**config.mk**
```make
export PLATFORM = sky130hd
export DESIGN_NAME = fld_track_gen
export DESIGN_NICKNAME = d
export VERILOG_FILES = /design/src/rtl/fld_pkg.sv /design/src/rtl/fld_pair_track.sv /design/src/rtl/fld_timebase.sv /design/src/rtl/fld_outputs.sv /design/src/rtl/fld_track_gen.sv
export SDC_FILE = /design/constraint.sdc
export NUM_CORES = 1
export LEC_CHECK = 0
export CAP_MARGIN = 20
export CORE_MARGIN = 2
export CORE_UTILIZATION = 40
export CTS_CLUSTER_DIAMETER = 60
export DETAILED_ROUTE_END_ITERATION = 10
export PLACE_DENSITY = 0.67
export REMOVE_ABC_BUFFERS = 1
export SKIP_LAST_GASP = 1
export SYNTH_ARGS = -nofsm -noshare
export SYNTH_HDL_FRONTEND = slang
export SYNTH_SLANG_ARGS = --single-unit
```
**constraint.sdc**
```tcl
create_clock -name clk -period 2.6 [get_ports clk]
set_input_delay 0.39 -clock clk [delete_from_list [all_inputs] [get_ports clk]]
set_output_delay 0.39 -clock clk [all_outputs]
set_load 0.02 [all_outputs]
```
**src/rtl/fld_pkg.sv**
```systemverilog
package fld_pkg;
  // action requested of the raster counters by the pair tracker
  typedef enum logic [1:0] {
    LD_NONE = 2'd0,
    LD_ODD  = 2'd1,
    LD_EVEN = 2'd2
  } load_e;
endpackage

```
**src/rtl/fld_pair_track.sv**
```systemverilog
module fld_pair_track
  import fld_pkg::*;
(
  input  logic  clk,
  input  logic  rst,
  input  logic  soft_rst,
  input  logic  slave_mode,
  input  logic  prog_in,
  input  logic  hsync_in_n,
  input  logic  vsync_in_n,
  output load_e load_cmd
);
  logic vs_q;
  logic second_q;
  logic pair;

  assign pair = (slave_mode | prog_in) & vs_q & ~vsync_in_n & ~hsync_in_n;

  always_ff @(posedge clk) begin
    if (rst) begin
      vs_q     <= 1'b1;
      second_q <= 1'b0;
    end else begin
      vs_q <= vsync_in_n;
      if (soft_rst)  second_q <= 1'b0;
      else if (pair) second_q <= ~second_q;
    end
  end

  always_comb begin
    load_cmd = LD_NONE;
    if (pair) begin
      if (second_q)      load_cmd = LD_ODD;
      else if (!prog_in) load_cmd = LD_EVEN;
    end
  end
endmodule

```
**src/rtl/fld_timebase.sv**
```systemverilog
module fld_timebase
  import fld_pkg::*;
#(
  parameter int LINE_PIXELS = 864,
  parameter int FRAME_LINES = 625,
  parameter int FIELD2_LINE = 313,
  localparam int PIX_W  = $clog2(LINE_PIXELS + 1),
  localparam int LINE_W = $clog2(FRAME_LINES + 1)
) (
  input  logic              clk,
  input  logic              rst,
  input  logic              soft_rst,
  input  load_e             load_cmd,
  output logic [PIX_W-1:0]  pix_q,
  output logic [LINE_W-1:0] line_q,
  output logic [PIX_W-1:0]  pix_nxt,
  output logic [LINE_W-1:0] line_nxt
);
  localparam logic [PIX_W-1:0]  LP_L  = PIX_W'(LINE_PIXELS);
  localparam logic [LINE_W-1:0] FL_L  = LINE_W'(FRAME_LINES);
  localparam logic [LINE_W-1:0] F2_L  = LINE_W'(FIELD2_LINE);
  localparam logic [PIX_W-1:0]  ONE_P = PIX_W'(1);
  localparam logic [LINE_W-1:0] ONE_L = LINE_W'(1);

  always_comb begin
    pix_nxt  = pix_q;
    line_nxt = line_q;
    if (rst || soft_rst) begin
      pix_nxt  = ONE_P;
      line_nxt = ONE_L;
    end else begin
      unique case (load_cmd)
        LD_ODD: begin
          pix_nxt  = ONE_P;
          line_nxt = ONE_L;
        end
        LD_EVEN: begin
          pix_nxt  = ONE_P;
          line_nxt = F2_L;
        end
        default: begin
          if (pix_q == LP_L) begin
            pix_nxt  = ONE_P;
            line_nxt = (line_q == FL_L) ? ONE_L : line_q + ONE_L;
          end else begin
            pix_nxt = pix_q + ONE_P;
          end
        end
      endcase
    end
  end

  always_ff @(posedge clk) begin
    pix_q  <= pix_nxt;
    line_q <= line_nxt;
  end
endmodule

```
**src/rtl/fld_outputs.sv**
```systemverilog
module fld_outputs #(
  parameter int FRAME_LINES = 625,
  parameter int LINE_PIXELS = 864,
  parameter int FIELD2_LINE = 313,
  parameter int HS_WIDTH    = 64,
  parameter int VS_LINES    = 3,
  localparam int PIX_W  = $clog2(LINE_PIXELS + 1),
  localparam int LINE_W = $clog2(FRAME_LINES + 1)
) (
  input  logic              clk,
  input  logic              slave_mode,
  input  logic              fld_pol,
  input  logic [PIX_W-1:0]  pix_nxt,
  input  logic [LINE_W-1:0] line_nxt,
  output logic              field_o,
  output logic              hsync_o_n,
  output logic              vsync_o_n
);
  localparam logic [LINE_W-1:0] F2_L    = LINE_W'(FIELD2_LINE);
  localparam logic [LINE_W-1:0] V1_END  = LINE_W'(VS_LINES);
  localparam logic [LINE_W-1:0] V2_END  = LINE_W'(FIELD2_LINE + VS_LINES - 1);
  localparam logic [PIX_W-1:0]  HS_END  = PIX_W'(HS_WIDTH);

  logic even_nxt, hs_win, vs_win;

  assign even_nxt = (line_nxt >= F2_L);
  assign hs_win   = (pix_nxt <= HS_END);
  assign vs_win   = (line_nxt <= V1_END) || ((line_nxt >= F2_L) && (line_nxt <= V2_END));

  always_ff @(posedge clk) begin
    field_o   <= even_nxt ^ fld_pol;
    hsync_o_n <= slave_mode | ~hs_win;
    vsync_o_n <= slave_mode | ~vs_win;
  end
endmodule

```
**src/rtl/fld_track_gen.sv**
```systemverilog
module fld_track_gen
  import fld_pkg::*;
#(
  parameter int LINE_PIXELS = 864,
  parameter int FRAME_LINES = 625,
  parameter int FIELD2_LINE = 313,
  parameter int HS_WIDTH    = 64,
  parameter int VS_LINES    = 3,
  localparam int PIX_W  = $clog2(LINE_PIXELS + 1),
  localparam int LINE_W = $clog2(FRAME_LINES + 1)
) (
  input  logic              clk,
  input  logic              rst,
  input  logic              soft_rst,
  input  logic              slave_mode,
  input  logic              fld_pol,
  input  logic              prog_in,
  input  logic              hsync_in_n,
  input  logic              vsync_in_n,
  output logic              field_o,
  output logic [LINE_W-1:0] line_cnt,
  output logic [PIX_W-1:0]  pix_cnt,
  output logic              hsync_o_n,
  output logic              vsync_o_n
);
  load_e             load_cmd;
  logic [PIX_W-1:0]  pix_nxt;
  logic [LINE_W-1:0] line_nxt;

  fld_pair_track u_pair (
    .clk(clk), .rst(rst), .soft_rst(soft_rst), .slave_mode(slave_mode),
    .prog_in(prog_in), .hsync_in_n(hsync_in_n), .vsync_in_n(vsync_in_n),
    .load_cmd(load_cmd)
  );

  fld_timebase #(
    .LINE_PIXELS(LINE_PIXELS), .FRAME_LINES(FRAME_LINES), .FIELD2_LINE(FIELD2_LINE)
  ) u_tb (
    .clk(clk), .rst(rst), .soft_rst(soft_rst), .load_cmd(load_cmd),
    .pix_q(pix_cnt), .line_q(line_cnt), .pix_nxt(pix_nxt), .line_nxt(line_nxt)
  );

  fld_outputs #(
    .FRAME_LINES(FRAME_LINES), .LINE_PIXELS(LINE_PIXELS), .FIELD2_LINE(FIELD2_LINE),
    .HS_WIDTH(HS_WIDTH), .VS_LINES(VS_LINES)
  ) u_out (
    .clk(clk), .slave_mode(slave_mode), .fld_pol(fld_pol),
    .pix_nxt(pix_nxt), .line_nxt(line_nxt),
    .field_o(field_o), .hsync_o_n(hsync_o_n), .vsync_o_n(vsync_o_n)
  );
endmodule

```
Yosys cells after proc, flatten, opt, wreduce, memory -nomap -nowiden
Index checks and enable logic that the tools add are counted.
{ "op_classes": {"n_bitwise": 12, "n_addsub": 2, "eq_ne": 4, "reduce_logical": 5, "muxes": 10, "n_lt_le_gt_ge": 4} }
{ "op_table": {"columns": ["cell", "n"], "rows": [
  ["$mux 10", 6],
  ["$add 10x1->10 const B", 2],
  ["$eq 10x10->1 const B", 2],
  ["$pmux 10 s2", 1],
  ["$ge 10x9->1 const B", 1],
  ["$le 10x2->1 const B", 1],
  ["$le 10x7->1 const B", 1],
  ["$le 10x9->1 const B", 1],
  ["$mux 2", 3],
  ["$not 1->1", 5],
  ["$reduce_or 2->1", 2],
  ["$and 1x1->1", 3],
  ["$or 1x1->1", 3],
  ["$eq 2x1->1 const B", 1],
  ["$eq 2x2->1 const B", 1],
  ["$logic_or 1x1->1", 2],
  ["$logic_and 1x1->1", 1],
  ["$xor 1x1->1", 1]
]} }
{ "totals": {"output_inout_bits": 23, "reg_bits": 25, "wordCells": 44} }

Logic depth before layout (Yosys ltp)
{ "logic_depth": {"depth_word": 13, "mapped_depth": 11} }

Modules after synthesis
Synthesis repeated with hierarchy kept, for this count alone.
{ "hier_totals": {"cells_unflattened": 159, "hier_area_um2": 1322.5} }
{ "by_module_without_submodules": {"columns": ["mod", "area_per_inst_um2", "cells_each", "seq_area_each_um2", "instances"], "rows": [
  ["fld_timebase", 1074.8, 129, 400.4, 1],
  ["fld_outputs", 148.9, 18, 60.1, 1],
  ["fld_pair_track", 98.8, 12, 40.0, 1]
]} }

Least setup slack after synthesis
No wires, ideal clock.
{ "synth_path": {"path_kind": "input to register", "from": "input vsync_in_n", "to": "register u_out.field_o", "n_path_buf": 2, "path_stages": 9, "t_arrival_ns": 2.574, "path_slack_ns": -0.108, "path_cell_list": "nor4b_1 -> nor3b_1 -> ha_1 -> buf_2 -> o21ai_0 -> and3b_1 -> buf_6 -> a311oi_1 -> a221oi_2"} }
{ "synth_via": {"elab_chain_len": 9, "elab_cells_between_ends": 10, "cone_classes": "1 x order compare; 2 x eq/ne; 3 x mux; 4 x bitwise"} }
{ "synth_lines": {"columns": ["item", "line", "rtl"], "rows": [
  ["start: declaration", "fld_track_gen.sv:19", "input logic vsync_in_n,"],
  ["$not 1->1 (*)", "fld_pair_track.sv:17", "assign pair = (slave_mode | prog_in) & vs_q & ~vsync_in_n & ~hsync_in_n;"],
  ["$and 1x1->1 (*) (2 in a row)", "fld_pair_track.sv:17", null],
  ["$mux 2 (*)", "fld_pair_track.sv:32", "if (pair) begin"],
  ["$eq 2x2->1 or $eq 2x1->1 (tied branches)", "fld_timebase.sv:32", "unique case (load_cmd)"],
  ["$pmux 10 s2 (*)", "fld_timebase.sv:32", null],
  ["$mux 10 (*)", "fld_timebase.sv:28", "if (rst || soft_rst) begin"],
  ["net line_nxt[8]", "fld_track_gen.sv:28", "logic [LINE_W-1:0] line_nxt;"],
  ["$ge 10x9->1 (*)", "fld_outputs.sv:26", "assign even_nxt = (line_nxt >= F2_L);"],
  ["$xor 1x1->1 (*)", "fld_outputs.sv:31", "field_o <= even_nxt ^ fld_pol;"],
  ["end signal: assignment", "fld_outputs.sv:31", null],
  ["end: declaration", "fld_outputs.sv:15", "output logic field_o,"]
]} }
Mark *: on every way through the listed nets, which the timed path passes. The rest lies on a longest branch.
A chain may end at the register's enable or synchronous reset.

Worst setup path after layout
{ "layout_path": {"from": "input hsync_in_n", "to": "register u_out.field_o"} }
{ "layout_via": {"elab_chain_len": 8, "elab_cells_between_ends": 9, "cone_classes": "1 x order compare; 2 x eq/ne; 3 x mux; 3 x bitwise"} }
{ "layout_lines": {"columns": ["item", "line", "rtl"], "rows": [
  ["start: declaration", "fld_track_gen.sv:18", "input logic hsync_in_n,"],
  ["$not 1->1 (*)", "fld_pair_track.sv:17", null],
  ["$and 1x1->1 (*)", "fld_pair_track.sv:17", null],
  ["$mux 2 (*)", "fld_pair_track.sv:32", null],
  ["$eq 2x2->1 or $eq 2x1->1 (tied branches)", "fld_timebase.sv:32", null],
  ["$pmux 10 s2 (*)", "fld_timebase.sv:32", null],
  ["$mux 10 (*)", "fld_timebase.sv:28", null],
  ["$ge 10x9->1 (*)", "fld_outputs.sv:26", null],
  ["$xor 1x1->1 (*)", "fld_outputs.sv:31", null]
]} }
Mark *: on every way between the ends. The rest lies on a longest branch, timed or not.

==> metrics.md <==
| Metric | Value |
|---|---|
| DR DRC count | 0 |
| Yosys warnings | 0 |
| Die Ht | 66.0 um |
| Layout cells sized above 1 | 26.4% |
| Crit. Startpoint | hsync_in_n |
| Fillers | 340 |
| Most common cell in the netlist | dfxtp_1 |
| Final Wtd Congestion | 0.913 |
| Full die area | 4360 um^2 |
| Worst-path cell chain | clkdlybuf4s50_1, nor4b_2, buf_4, nor3b_4, ha_4, inv_2, buf_4, a211o_4, and3b_2, and3_4, a221oi_2 |
| IO Port Bufs | 30 |
| Max_slew headroom | 58.7% |
| CTS H-Tree Depth | 1 |
| Final Cycle Share | 97.3% |
| Seq/Total Area, Yosys | 32.5% |
| Mapped Avg Cell Area | 8.69 um^2 |
| Psw | 189 uW |
| Syn Std Cell Area | 1540 um^2 |
| Max clock buf depth | 2 |
| Worst setup endpoint | u_out.field_o |
| Reg area | 500 um^2 |
| Hold Crit Class | reg -> reg |
| Worst-Margin Slew | 0.611 ns |
| Worst hold start | u_tb.line_q[1] |
| GRT overflow | 0 |
| Final antenna diode count | 0 |
| CTS Sinks | 25 |
| Biggest area consumer among synthesized cells | dfxtp_1 |
| Final ANT Viol Nets | 0 |
| Pwr dens | 335 nW/um^2 |
| CTS root buffer | clkbuf_8 |
| CTS tree | yes |
| Clk Latency, worst-skew pair | 0.27 ns |
| Io pins | 31 |
| Slowest cell delay on critical path | 0.42 ns |
| DR vias | 1,522 |
| Clk slew on worst S/H paths | 0.09 ns |
| Nets | 245 |
| Status | finished, final reports clean |
| Initial Util | 41.7% |
| Switching portion of total power | 25.4% |
| Footprint of the multi-input gates | 1080 um^2 |
| Syn Inst Count | 177 |
| Power share of the clock group | 32.4% |
| CP required | 2.79 ns |
| Synth top area share | 32.5% |
| Die span in x | 66.0 um |
| Number of global-route vias before repair | 1,431 |
| Synth area leaders | dfxtp_1 (33%), nor2_1 (4.6%), xnor2_1 (4.6%) |
| Most used cell, CP | buf_4 |
| Worst R2R Setup Slack | 0.14 ns |
| Min cycle time layout | 2.53 ns |
| Pin count of the biggest net entering global routing | 15 |
| Iteration-0 DRC Markers | 48 |
| Worst EP arrival | 2.72 ns |
| Leak | 0.882 nW |
| Final Hold Fails | 0 |
| Asr flop ratio synth | 0% |
| Final setup margin | 0.0701 ns |
| Comb pwr share | 14.1% |
| Reg power frac | 53.5% |
| CTS buffer count | 3 |
| Placement Rows | 22 |
| Final wirelength | 4070 um |
| Tot GR Track Use | 19.5% |
| Final Slew Violations | 0 |
| Critical Path Fanout Max | 5 |
| Int Pwr | 553 uW |
| Worst R2R Path Depth | 6 |
| DR WL/cell | 14.6 um |
| Worst slack, placed | -0.512 ns |
| Synth cell count leaders | dfxtp_1 (25), nor2_1 (19), nand2_1 (14) |
| Netlist cell types | 53 |
| Via density | 5.46 |
| Area delta synth->final | 43.9% |
| Synth Register Bits | 25 |
| Core box area | 3690 um^2 |
| RR Startpoint | u_tb.pix_q[7] |
| Number of max-cap violations | 0 |
| Clk_skew | 0.00217 ns |
| Power Total | 741 uW |
| CP endpoint kind | register |
| Ys flop type | dfxtp_1 |
| Post-synth EDFFs | 0 |
| First-pass GRT wire length | 6530 um |
| Final setup viols | 0 |
| Initial antenna violation count | 0 |
| Crit start category | input port |
| Max frequency | 395 MHz |
| Crit Path Class | in -> reg |
| Maximum VDD drop | 0.220 mV |
| DP HPWL | 3040 um |
| 1st-pass router iterations | 4 |
| Worst path slowest cell | clkdlybuf4s50_1 |
| Worst R2R End | u_out.field_o |
[worst max-delay path: cells and delay by family]
family / cells / cell delay, ns
compound gates: 2 / 0.54
fa+ha+maj: 1 / 0.16
buf+inv: 4 / 0.76
simple gates: 4 / 0.89
[final cells by class]
| type | instances | area share, % |
|---|---|---|
| timing repair buffer | 57 | 22.8 |
| tap | 48 | 2.71 |
| clock inverter | 1 | 0.226 |
| inverter | 7 | 1.19 |
| clock buffer | 3 | 1.86 |
| multi-input combinational | 138 | 48.6 |
| sequential | 25 | 22.6 |
[how the worst min path moves through the flow]
stage / to / slack, ns / depth (start not counted)
floorplan: u_pair.second_q / 0.47 / 1
global placement: u_tb.line_q[1] / 0.53 / 2
detailed placement: u_tb.line_q[1] / 0.53 / 2
CTS: u_tb.line_q[1] / 0.55 / 2
global route: u_tb.line_q[1] / 0.59 / 2
finish: u_tb.line_q[1] / 0.55 / 2
[power groups by stage]
stage	combinational (mW)	clock, mW	sequential [mW]
6_report	0.105	0.240	0.397
5_1_grt	0.113	0.266	0.398
4_1_cts	0.101	0.245	0.397
3_5_place_dp	0.0922	0	0.405
3_3_place_gp	0.0914	0	0.405
2_1_floorplan	0.0333	0	0.413
[metal layers]
| metal | global-route usage (%) | wire (um) |
|---|---|---|
| met1 | 25.9 | 1910 |
| met2 | 33.6 | 1960 |
| met3 | 2.39 | 160 |
| met4 | 4.34 | 38 |
| met5 | 0 | 0 |
[stage by stage]
stage	cells	utilization [%]	area, um^2	hold slack, ns	setup TNS, ns
2_1_floorplan	170	-	1490	0.467	-0.0873
3_3_place_gp	272	55.1	2030	0.534	-1.17
3_5_place_dp	272	55.1	2030	0.534	-1.83
4_1_cts	278	58.7	2160	0.547	0
5_1_grt	279	60.0	2210	0.588	-0.0208
6_report	279	60.0	2210	0.553	0
[cell families after synthesis]
logic type | after synthesis | share of synthesized area [%]
AND/OR/NAND/NOR | 89 | 36.0
AO/OA/AOI/OAI | 31 | 14.8
flip-flops | 25 | 32.5
buffers and inverters | 14 | 4.72
XOR/XNOR | 11 | 6.26
adder cells (fa/ha/maj) | 5 | 4.07
multiplexers | 2 | 1.63
[state kept, by name, summed over array words and instances, names as in the netlist]
name and cells:
u_tb.pix_q 10, u_out.hsync_o_n 1, u_pair.second_q 1, u_pair.vs_q 1, u_out.field_o 1, u_out.vsync_o_n 1, u_tb.line_q 10
[layout by cell type (no fill, tap or decap), drive strengths merged, types with 3 or more instances in the layout]
master and n:
clkbuf 3, and2 4, dfxtp 25, buf 27
ha 5, nor3b 3, or3 3, xor2 3
a21oi 6, or4 4, nor2 19, nand3 9
nand4 3, nor4 4, clkdlybuf4s50 28, a31oi 6
o21ai 6, and3 11, xnor2 8, inv 7
nand2 14
[timing repair]
| action | 4_1_cts | 5_1_grt |
|---|---|---|
| setup buffers | 2 | 1 |
| hold buffers | 0 | 0 |
| gates resized for setup | 15 | 10 |
| endpoints found under the setup margin | 3 | 3 |
| gates cloned | 0 | 0 |
| pin swaps | 7 | 6 |
Note: power is estimated with default switching activity, not from simulation.
